--- src/rtl/uart_sbv_pkg.sv ---
package uart_sbv_pkg;
  typedef enum logic {
    ST_IDLE  = 1'b0,
    ST_CHECK = 1'b1
  } sbv_state_e;
endpackage

--- src/rtl/sbv_sync.sv ---
module sbv_sync #(
  parameter int STAGES = 2
) (
  input  logic clk_i,
  input  logic rst_ni,
  input  logic d_i,
  output logic q_o
);
  logic [STAGES-1:0] pipe_q;

  always_ff @(posedge clk_i or negedge rst_ni) begin
    if (!rst_ni) pipe_q <= '1;
    else         pipe_q <= {pipe_q[STAGES-2:0], d_i};
  end

  assign q_o = pipe_q[STAGES-1];
endmodule

--- src/rtl/sbv_edge.sv ---
module sbv_edge #(
  parameter int RUN_ONES = 3
) (
  input  logic clk_i,
  input  logic rst_ni,
  input  logic tick_i,
  input  logic rx_i,
  output logic fall_o
);
  logic [RUN_ONES-1:0] hist_q;

  // history starts low: a full run of ones is needed after reset
  always_ff @(posedge clk_i or negedge rst_ni) begin
    if (!rst_ni)     hist_q <= '0;
    else if (tick_i) hist_q <= {hist_q[RUN_ONES-2:0], rx_i};
  end

  assign fall_o = tick_i && (&hist_q) && !rx_i;
endmodule

--- src/rtl/sbv_vote.sv ---
module sbv_vote (
  input  logic [2:0] samp_i,
  output logic       ok_o,
  output logic       clean_o
);
  logic [1:0] zeros;

  always_comb begin
    zeros = 2'(!samp_i[0]) + 2'(!samp_i[1]) + 2'(!samp_i[2]);
    ok_o    = zeros >= 2'd2;
    clean_o = zeros == 2'd3;
  end
endmodule

--- src/rtl/uart_start_validator.sv ---
module uart_start_validator
  import uart_sbv_pkg::*;
#(
  parameter int OVERSAMPLE  = 16,
  parameter int SYNC_STAGES = 2,
  parameter int IDLE_ONES   = 3,
  localparam int PH_W       = $clog2(OVERSAMPLE)
) (
  input  logic            clk_i,
  input  logic            rst_ni,
  input  logic            tick_i,
  input  logic            rx_i,
  output logic            start_o,
  output logic            noise_o,
  output logic [PH_W-1:0] phase_o
);
  localparam int MID = OVERSAMPLE / 2;
  localparam logic [PH_W-1:0] TA0  = PH_W'(MID - 5);
  localparam logic [PH_W-1:0] TA1  = PH_W'(MID - 3);
  localparam logic [PH_W-1:0] TA2  = PH_W'(MID - 1);
  localparam logic [PH_W-1:0] TB0  = PH_W'(MID);
  localparam logic [PH_W-1:0] TB1  = PH_W'(MID + 1);
  localparam logic [PH_W-1:0] TB2  = PH_W'(MID + 2);
  localparam logic [PH_W-1:0] TEND = PH_W'(OVERSAMPLE - 1);

  sbv_state_e      state_q;
  logic [PH_W-1:0] phase_q, ph_nxt;
  logic [2:0]      grp_a_q, grp_b_q, grp_b_now;
  logic            rx_s, fall, a_ok, a_clean, b_ok, b_clean;
  logic            start_q, noise_q;

  sbv_sync #(.STAGES(SYNC_STAGES)) u_sync (
    .clk_i (clk_i), .rst_ni (rst_ni), .d_i (rx_i), .q_o (rx_s)
  );

  sbv_edge #(.RUN_ONES(IDLE_ONES)) u_edge (
    .clk_i (clk_i), .rst_ni (rst_ni), .tick_i (tick_i), .rx_i (rx_s), .fall_o (fall)
  );

  always_comb begin
    ph_nxt    = phase_q + 1'b1;
    grp_b_now = grp_b_q;
    if (ph_nxt == TB2) grp_b_now[2] = rx_s;
  end

  sbv_vote u_vote_a (.samp_i (grp_a_q),   .ok_o (a_ok), .clean_o (a_clean));
  sbv_vote u_vote_b (.samp_i (grp_b_now), .ok_o (b_ok), .clean_o (b_clean));

  always_ff @(posedge clk_i or negedge rst_ni) begin
    if (!rst_ni) begin
      state_q <= ST_IDLE;
      phase_q <= '0;
      grp_a_q <= '1;
      grp_b_q <= '1;
      start_q <= 1'b0;
      noise_q <= 1'b0;
    end else begin
      start_q <= 1'b0;
      if (tick_i) begin
        unique case (state_q)
          ST_IDLE: begin
            if (fall) begin
              state_q <= ST_CHECK;
              phase_q <= PH_W'(1);
              noise_q <= 1'b0;
              grp_a_q <= '1;
              grp_b_q <= '1;
            end
          end
          ST_CHECK: begin
            phase_q <= ph_nxt;
            if (ph_nxt == TA0) grp_a_q[0] <= rx_s;
            if (ph_nxt == TA1) grp_a_q[1] <= rx_s;
            if (ph_nxt == TA2) grp_a_q[2] <= rx_s;
            if (ph_nxt == TB0) grp_b_q[0] <= rx_s;
            if (ph_nxt == TB1) grp_b_q[1] <= rx_s;
            if (ph_nxt == TB2) begin
              grp_b_q[2] <= rx_s;
              if (!(a_ok && b_ok)) begin
                state_q <= ST_IDLE;
                phase_q <= '0;
              end else begin
                noise_q <= !(a_clean && b_clean);
              end
            end
            if (phase_q == TEND) begin
              start_q <= 1'b1;
              state_q <= ST_IDLE;
              phase_q <= '0;
            end
          end
          default: state_q <= ST_IDLE;
        endcase
      end
    end
  end

  assign start_o = start_q;
  assign noise_o = noise_q;
  assign phase_o = phase_q;
endmodule

--- config.mk ---
export PLATFORM = sky130hd
export DESIGN_NAME = uart_start_validator
export DESIGN_NICKNAME = d
export VERILOG_FILES = /design/src/rtl/uart_sbv_pkg.sv /design/src/rtl/sbv_sync.sv /design/src/rtl/sbv_edge.sv /design/src/rtl/sbv_vote.sv /design/src/rtl/uart_start_validator.sv
export SDC_FILE = /design/constraint.sdc
export NUM_CORES = 1
export LEC_CHECK = 0
export ABC_CLOCK_PERIOD_IN_PS = 3300
export CORE_MARGIN = 1.5
export CORE_UTILIZATION = 45
export CTS_CLUSTER_SIZE = 14
export DETAILED_ROUTE_END_ITERATION = 10
export GPL_TIMING_DRIVEN = 0
export MAX_ROUTING_LAYER = met4
export PLACE_DENSITY = 0.72
export SKIP_LAST_GASP = 1
export SLEW_MARGIN = 25
export SYNTH_ARGS = -nofsm -noshare
export SYNTH_HDL_FRONTEND = slang
export SYNTH_SLANG_ARGS = --single-unit
--- constraint.sdc ---
create_clock -name clk_i -period 3.3 [get_ports clk_i]
set_clock_uncertainty 0.2 [all_clocks]
set_input_delay 0.33 -clock clk_i [delete_from_list [all_inputs] [get_ports clk_i]]
set_output_delay 0.33 -clock clk_i [all_outputs]
set_load 0.05 [all_outputs]
==> results.md, run 1 <==
* DP Wirelength at approximately 2000 µm
* Commonest cells in the netlist: dfrtp_1 (10), nand2_1 (9), dfstp_2 (8), inv_1 (8), nor2_1 (8)
* Die height at 55.60 µm
* Die ar. at about 0.003 mm²
* Drt first pass iters at 4
* Number of global-route vias before repair at 932
* Kind of critical path: flip-flop to flip-flop
* Placed Cells at 158
* Initial core utilization at slightly below 50%
* First-pass GRT wire length at between 4000 and 5000 µm
* Cell area power density at slightly below 900 mW/mm²
* Final GP Congestion at approximately 0.82
* Slowest CP cell: dfrtp_1
* Design Power at about 1200 µW
* Setup violators final at 0
* Worst skew pair latency at 0.30 ns
* Part of the cycle the worst path needs at between 90% and 100%
* Routed len/inst at between 15 and 20 µm
* Critical path data required time at about 3.3 ns
* Via count at ~980
* Residual DRC at 0
* Largest cells by area after synthesis: dfrtp_1 (20%), dfstp_2 (17%), ha_1 (5.0%)
* Global route overflow at 0
* Post-Layout Cell Count at around 160
* Cell Area, Synth at 0.001245 mm²
* Detailed Route WL at 2650 µm
* Worst slew margin at between 40% and 50%
* Port bufs at 8
* Outcome: finished clean
* Core Area at 0.002545 mm²
* Number of synthesized register bits at 18
* Min-Delay Path Class: flip-flop to flip-flop
* Startpoint types: flip-flop
* Post-DR vias/cell at around 6.0
* Worst-Margin Slew at approximately 0.80 ns
* Final hold violations at 0
* Num rows at 18
* Count leader, synth: dfrtp_1
* MaxCap Viol Count at 0
* Antenna fix cells at 0
* Synth warn at 0
* Routed Antenna Nets at 0
* CTS Hold Bufs at 0
* Pre-CTS setup slack at between 0.2 and 0.25 ns
* Seq/Total Area, Yosys at a little under two fifths
* Final design utilization at 54.62%
* Fin crit period at 3.025 ns
* Post-synth top area share at 20.10%
* Initial antenna violation count at 0
* VDD IR max at ~570 µV
* Share of cells above drive strength 1 at 25.76%
* Reg clk slew, reported paths at between 0.1 and 0.15 ns
* CP cell instances: ha_1, buf_6, nand2_1, o21ba_4, o21ai_2, mux2i_1, fa_1, nand2b_1, a41oi_1, o21ai_1, o21ai_0
* Total clock buffers created by CTS at 3
* Setup ws final at around 0.27 ns
* Fin. max-slew vios at 0
* # nets final at between 100 and 150
* Root Buffer: clkbuf_4
* Avg Inst Size Synth at roughly 10 µm²
* Largest net degree at the start of global routing at 19
* Leakage at 0.0005407 µW
* Htree depth at 1
* DR iter-0 viols at 28
* Endpoint type of the worst setup path: flip-flop
* Mapped Cells at 120
* Syn-to-layout area delta at 11.66%
* Worst path arrival time at approximately 3.0 ns
* Delay-heaviest family, CP: compound AO/OA/AOI/OAI gates
* Post-synth EDFFs at 0
* Setup TNS at 0 ns
* Clk sinks at 18
* CP Max Fanout at 10
* CP max stage delay at 0.59 ns
* Buf/Inv on CP at 1
* Synth async-reset ratio at 100.0%
* Synth area leader: dfrtp_1
* Net Count, Synth at roughly 130
* RSZ-0062 raised after global routing: false
* CTS tree: built
* Filler Cell Count at around 240
* Netlist cell types at 49
* Gr usage total at between 10% and 20%
* Ports at 10
* Total setup buffers inserted after CTS at 0
* Fmax at 330.5 MHz
* Post-synth top flop: dfrtp_1
* CTS Buffer Depth at 2
* Die X at between 50 and 60 µm
## state kept, by name, summed over array words and instances, names as in the netlist
signal         cells
grp_a_q            3
state_q            1
phase_o            4
grp_b_q            3
noise_o            1
start_o            1
u_sync.pipe_q      2
u_edge.hist_q      3
## metrics by stage
| step | hold WS, ns | area (µm²) |
|---|---|---|
| finish | 0.1606 | 1390 |
| CTS | 0.1583 | 1389 |
| floorplan | -0.1656 | 1245 |
| global placement | 0.1459 | 1363 |
| detailed placement | 0.1470 | 1363 |
| global route | 0.1658 | 1390 |
## worst reg2reg max path, delay by kind of cell (launching register included)
| kind | cells | cell delay (ns) |
|---|---|---|
| AOI/OAI and AO/OA | 5 | 0.91 |
| muxes | 1 | 0.16 |
| buffers and inverters | 1 | 0.14 |
| and+or+nand+nor | 2 | 0.23 |
| DFF | 1 | 0.59 |
| adders and majority gates | 2 | 0.67 |
## final timing paths
path / startpoint / to / slack [ns] / cells past startpoint
worst max register to register: phase_o[1] / state_q / 0.27 / 11
worst min-delay path: u_sync.pipe_q[0] / u_sync.pipe_q[1] / 0.16 / 0
worst max-delay path: phase_o[1] / state_q / 0.27 / 11
max in group asynchronous: rst_ni / phase_o[0] / 2.07 / 1
min in group asynchronous: rst_ni / u_edge.hist_q[2] / 0.29 / 1
worst min register to register: u_sync.pipe_q[0] / u_sync.pipe_q[1] / 0.16 / 0
## per-layer routing
layer	GRT usage (%)	up-vias	wire length (µm)
li1	-	470	-
met1	25.04	481	1165
met2	29.42	23	1332
met3	2.791	4	119
met4	8.014	0	33
met5	-	-	0
## cell type report
cell class	instances	area [µm²]	area share, %
Multi-Input combinational cell	89	719.4	51.76
Tap cell	30	37.54	2.700
Clock buffer	4	26.28	1.890
Buffer	5	35.03	2.520
Sequential cell	18	461.7	33.21
Timing Repair Buffer	8	80.08	5.761
Inverter	8	30.03	2.160
## logic make-up after synthesis
logic type,synth area share [%]
AOI/OAI and AO/OA,25.13
adders and majority gates,8.241
buffers and inverters,5.226
DFF,36.98
muxes,4.422
and+or+nand+nor,20.00
## placed cells by master (no fill, tap or decap), types with 3 or more instances in the layout
cell	n
clkbuf_4	3
o21ai_1	4
mux2_2	3
dfrtp_1	9
ha_1	5
nand2b_1	4
clkdlybuf4s50_1	8
clkbuf_1	3
nand2_1	9
a21oi_1	7
inv_1	8
dfstp_2	8
nor2_1	8
nand4_1	3
nand3_1	4
## what timing repair did
item	4_1_cts	5_1_grt
hold endpoints to repair	0	0
endpoints found under the setup margin	0	4
gates resized for setup	0	1
## power breakdown
part / internal (µW) / leakage, µW / total, µW / switching [µW]
clock network: 47.1 / 0.0000150 / 117 / 69.8
registers: 315 / 0.000204 / 416 / 101
logic: 279 / 0.000322 / 700 / 421
total: 641 / 0.000541 / 1230 / 592
No activity file was read; power rests on OpenSTA's default activity.
==> run 2: changes to the inputs <==
Settings changed: CAP_MARGIN set to 10, PLACE_DENSITY 0.72 to 0.69.
==> results.md, run 2 (synthesis results as in run 1) <==
* Residual DRC at 0
* First-pass GRT wire length at approximately 4500 µm
* Die height at 55.60 µm
* Clk sinks at 18
* Setup ws final at around 0.30 ns
* Die X at between 50 and 60 µm
* Total clock buffers created by CTS at 3
* Min-Delay Path Class: flip-flop to flip-flop
* Outcome: finished clean
* Post-placement cell area at approximately 0.0014 mm²
* Post-Layout Cell Count at between 150 and 200
* Placed Cells at around 160
* Fmax at between 300 and 400 MHz
* Final hold violations at 0
* VDD IR max at 590.0 µV
* Core Area at 0.002545 mm²
* Number of global-route vias before repair at a little over 900
* DP Wirelength at 1856 µm
* Final GP Congestion at roughly 0.78
* Cell area power density at slightly below 900 mW/mm²
* Detailed Route WL at 2511 µm
* Initial core utilization at between 40 and 50%
* Ports at 10
* Setup TNS at 0 ns
* Most common cell after layout, fill and taps aside: nand2_1
* Worst skew pair latency at 0.29 ns
* CTS Buffer Depth at 2
* Largest net degree at the start of global routing at 19
* GR Util met3 at 2.093%
* MaxCap Viol Count at 0
* Antenna fix cells at 0
* Htree depth at 1
* Startpoint types: flip-flop
* Fin crit period at roughly 3 ns
* Setup violators final at 0
* Worst path arrival time at just under 3 ns
* Share of cells above drive strength 1 at a little over a quarter
* Port bufs at 8
* Post-DR vias/cell at approximately 6
* # nets final at about 140
* CTS tree: built
* Design Power at between 1000 and 1500 µW
* Global route overflow at 0
* Grt met2 use at around 29%
* Routed Antenna Nets at 0
* Area taken by multi-input logic gates at ~720 µm²
* Fin area at ~0.0014 mm²
* Filler Cell Count at between 200 and 250
* Kind of critical path: flip-flop to flip-flop
* CP Max Fanout at 12
* Initial antenna violation count at 0
* Routed len/inst at 15.50 µm
* Gr usage total at between 10% and 20%
* Seq. cell area at roughly 460 µm²
* M1 GR Usage at between 20% and 30%
* Fin. max-slew vios at 0
* Critical path data required time at 3.27 ns
* RSZ-0062 raised after global routing: false
* Gr busiest metal: met2
* Die ar. at between 0.003 and 0.004 mm²
* Endpoint type of the worst setup path: flip-flop
* Root Buffer: clkbuf_4
* Reg clk slew, reported paths at approximately 0.10 ns
* Max reg flops at 4
* DR iter-0 viols at 30
* Num rows at 18
* Part of the cycle the worst path needs at between 90 and 100%
* Pre-CTS setup slack at roughly 0.22 ns
* Worst slew margin at roughly half
* Drt first pass iters at 5
* Leakage at 0.0005456 µW
* Syn-to-layout area delta at 12.56%
* Via count at 981
* Worst-Margin Slew at around 0.77 ns
-- run 2: cell counts in the layout (fill, tap and decap cells not counted) --
No cell type changed its count.
-- run 2: final timing paths --
path                                   from          endpoint  slack (ns)  depth (start not counted)
max in group asynchronous            rst_ni        phase_o[1]        2.09                          1
setup / recovery                 phase_o[0]           state_q        0.30                         11
hold reg to reg            u_sync.pipe_q[0]  u_sync.pipe_q[1]        0.16                          0
hold / removal             u_sync.pipe_q[0]  u_sync.pipe_q[1]        0.16                          0
min in group asynchronous            rst_ni  u_edge.hist_q[2]        0.28                          1
setup reg to reg                 phase_o[0]           state_q        0.30                         11
-- run 2: worst max-delay path: stages, from the launching register on --
cell and delay, ns:
dfrtp_2 0.52, ha_1 0.24, buf_6 0.14, nand2_1 0.10
o21ba_4 0.18, o21ai_2 0.20, mux2i_1 0.13, fa_1 0.41
nand2b_1 0.15, a41oi_1 0.13, o21ai_1 0.34, o21ai_0 0.15
-- run 2: layout make-up --
type,instances,share of cell area (%)
inverters,8,2.143
clock buffers,4,2.589
well taps,30,2.679
flip-flops and latches,18,33.04
repair buffers,8,5.714
multi-input cells,89,51.34
plain buffers,5,2.500
-- run 2: power breakdown --
group	switching (µW)	leakage [µW]	internal, µW
Sequential	98.6	0.000203	316
Clock	69.2	0.0000210	67.2
Combinational	415	0.000322	274
Total	583	0.000546	657
-- run 2: metrics by stage --
stage	hold slack [ns]	utilization (%)
after floorplan	-0.1656	-
after global placement	0.1463	53.54
after detailed placement	0.1482	53.54
after CTS	0.1643	54.97
after global routing	0.1719	55.06
final	0.1616	55.06
-- run 2: what timing repair did --
action                     CTS  global route
hold buffers                 0             0
setup endpoints to repair    0             4
gates resized for setup      0             2
buffers inserted             0             0
-- run 2: per-layer routing --
| metal | part of all wire, % | wire [µm] | vias up |
|---|---|---|---|
| met5 | 0 | 0 | - |
| met4 | 0 | 0 | 0 |
| met3 | 2.9 | 73 | 0 |
| met2 | 48 | 1200 | 21 |
| met1 | 49 | 1237 | 489 |
| li1 | - | - | 471 |
==> run 3: changes to the inputs <==
Settings changed: ABC_CLOCK_PERIOD_IN_PS 3300 to 2500, PLACE_DENSITY 0.69 to 0.72.
Clock period 3.3 ns to 2.5 ns, I/O delays scaled along.
==> results.md, run 3 (synthesis results as in run 1) <==
* Post-DR vias/cell at about 6
* Die X at between 50 and 60 µm
* Largest net degree at the start of global routing at 19
* Placed Cells at between 150 and 200
* VDD IR max at approximately 1100 µV
* Setup violators final at 5
* RSZ-0062 raised after global routing: true
* Detailed Route WL at approximately 3100 µm
* Post-Layout Cell Count at ~180
* Clock network power share at 9.2%
* Routed Antenna Nets at 0
* Antenna fix cells at 0
* Core Area at between 0.002 and 0.003 mm²
* Flop pwr share at 27.4%
* Failing checks: negative setup slack
* Total clock buffers created by CTS at 3
* Port bufs at 8
* Fin. max-slew vios at 0
* Worst setup path startpoint: phase_o[1]
* Number of global-route vias before repair at 1081
* Worst skew pair latency at 0.30 ns
* Syn-to-layout area delta at 29.75%
* Hold Startpoint: tick_i
* First-pass GRT wire length at approximately 5000 µm
* Design Power at 1977 µW
* Initial antenna violation count at 0
* Most common cell after layout, fill and taps aside: buf_4
* Fin crit period at between 2 and 3 ns
* Critical path data required time at 2.45 ns
* Worst-Margin Slew at around 0.8 ns
* MaxCap Viol Count at 0
* # nets final at between 150 and 200
* Worst path arrival time at 2.56 ns
* Final design utilization at between 60% and 70%
* Routed len/inst at ~18 µm
* CP Max Fanout at 6
* Gr usage total at 21.59%
* Final hold slack at 0.1065 ns
* Fmax at between 300 and 400 MHz
* Switching power share of the total at a little under half
* CP max stage delay at approximately 0.54 ns
* Htree depth at 1
* Endpoint type of the worst setup path: flip-flop
* Share of cells above drive strength 1 at 45.89%
* Initial core utilization at about half
* CTS Buffer Depth at 2
* Worst slew margin at between 40% and 50%
* Kind of critical path: flip-flop to flip-flop
* Cell area power density at about 1200 mW/mm²
* Via count at ~1100
* CTS tree: built
* Final hold violations at 0
* Num rows at 18
* Drt first pass iters at 4
* DP Wirelength at between 1500 and 2000 µm
* Slowest CP cell: dfrtp_4
* Min-Delay Path Class: input port to flip-flop
* CP cell instances: buf_6, a21boi_4, o21ba_4, o21ai_4, mux2i_2, fa_2, nand2b_4, a41oi_2, o21ai_2, a31oi_1
* Worst reg2reg startpoint: phase_o[1]
* Reg clk slew, reported paths at 0.09 ns
* Clk sinks at 18
* Leakage at 0.0006413 µW
* Outcome: complete, but fails checks
* Part of the cycle the worst path needs at 104.3%
* Global route overflow at 0
* Switching power at just over 900 µW
* Residual DRC at 0
* Die ar. at 0.003091 mm²
* Setup ws final at -0.1071 ns
* Final GP Congestion at slightly below 0.9
* Pre-CTS setup slack at -0.3133 ns
* DR iter-0 viols at 44
* Startpoint types: flip-flop
* Ports at 10
* Root Buffer: clkbuf_4
* Most frequent cells in the layout: buf_4 (15), nand2_1 (8), nor2_1 (8), dfstp_2 (8), clkdlybuf4s50_1 (8)
* Gate power share at a little under two thirds
* Max reg flops at 4
* Internal power at between 1000 and 1500 µW
* Die height at approximately 56 µm
run 3: cell types whose count changed in the layout (fill, tap and decap cells not counted), moves of 2 or more:
cell / before / now
buf_4: 0 / 15
ha_4: 0 / 2
dfrtp_4: 0 / 2
ha_1: 5 / 3
run 3: worst max-delay path: cells and delay by family, from the launching register on:
family          cells  cell delay (ns)
compound gates      6             0.93
simple gates        1             0.11
fa+ha+maj           1             0.38
buf+inv             1             0.15
mux                 1             0.16
flops               1             0.54
run 3: area by class of cell:
class	instances	area, µm²
inverters	8	32.53
repair buffers	24	203.9
flip-flops and latches	18	469.2
well taps	30	37.54
multi-input cells	89	815.8
plain buffers	3	20.02
fillers	205	929.6
clock buffers	4	36.28
run 3: worst paths after layout:
| kind | end | slack (ns) | cells after the start |
|---|---|---|---|
| worst max-delay path | phase_o[0] | -0.11 | 10 |
| worst min-delay path | start_o | 0.11 | 3 |
| worst max register to register | phase_o[0] | -0.11 | 10 |
| worst min register to register | u_sync.pipe_q[1] | 0.16 | 0 |
| max in group asynchronous | phase_o[0] | 1.30 | 1 |
| min in group asynchronous | noise_o | 0.19 | 1 |
run 3: repair_timing:
item,4_1_cts,5_1_grt
endpoints found under the hold margin,0,0
pin swaps,11,4
hold buffers,0,0
setup buffers,12,4
setup endpoints to repair,5,5
resized for setup,9,2
run 3: power groups by stage:
stage	Clock (µW)	Combinational, µW	Sequential (µW)
after floorplan	0	618	667
after global placement	0	924	570
after detailed placement	0	951	580
after CTS	190	1170	543
after global routing	194	1350	558
final	182	1250	542
run 3: stage by stage:
step                TNS (ns)  area [µm²]
floorplan            -0.2901        1292
global placement     -0.7712        1410
detailed placement    -1.244        1410
CTS                  -0.4720        1573
global route         -0.7758        1615
finish               -0.3900        1615
run 3: metal layers:
metal	wire length, µm	vias up	GRT usage (%)	share of wire [%]
li1	-	496	-	-
met1	1334	527	25.55	42
met2	1577	34	35.71	50
met3	170	8	5.116	5.4
met4	60	0	8.014	1.9
met5	0	-	-	0
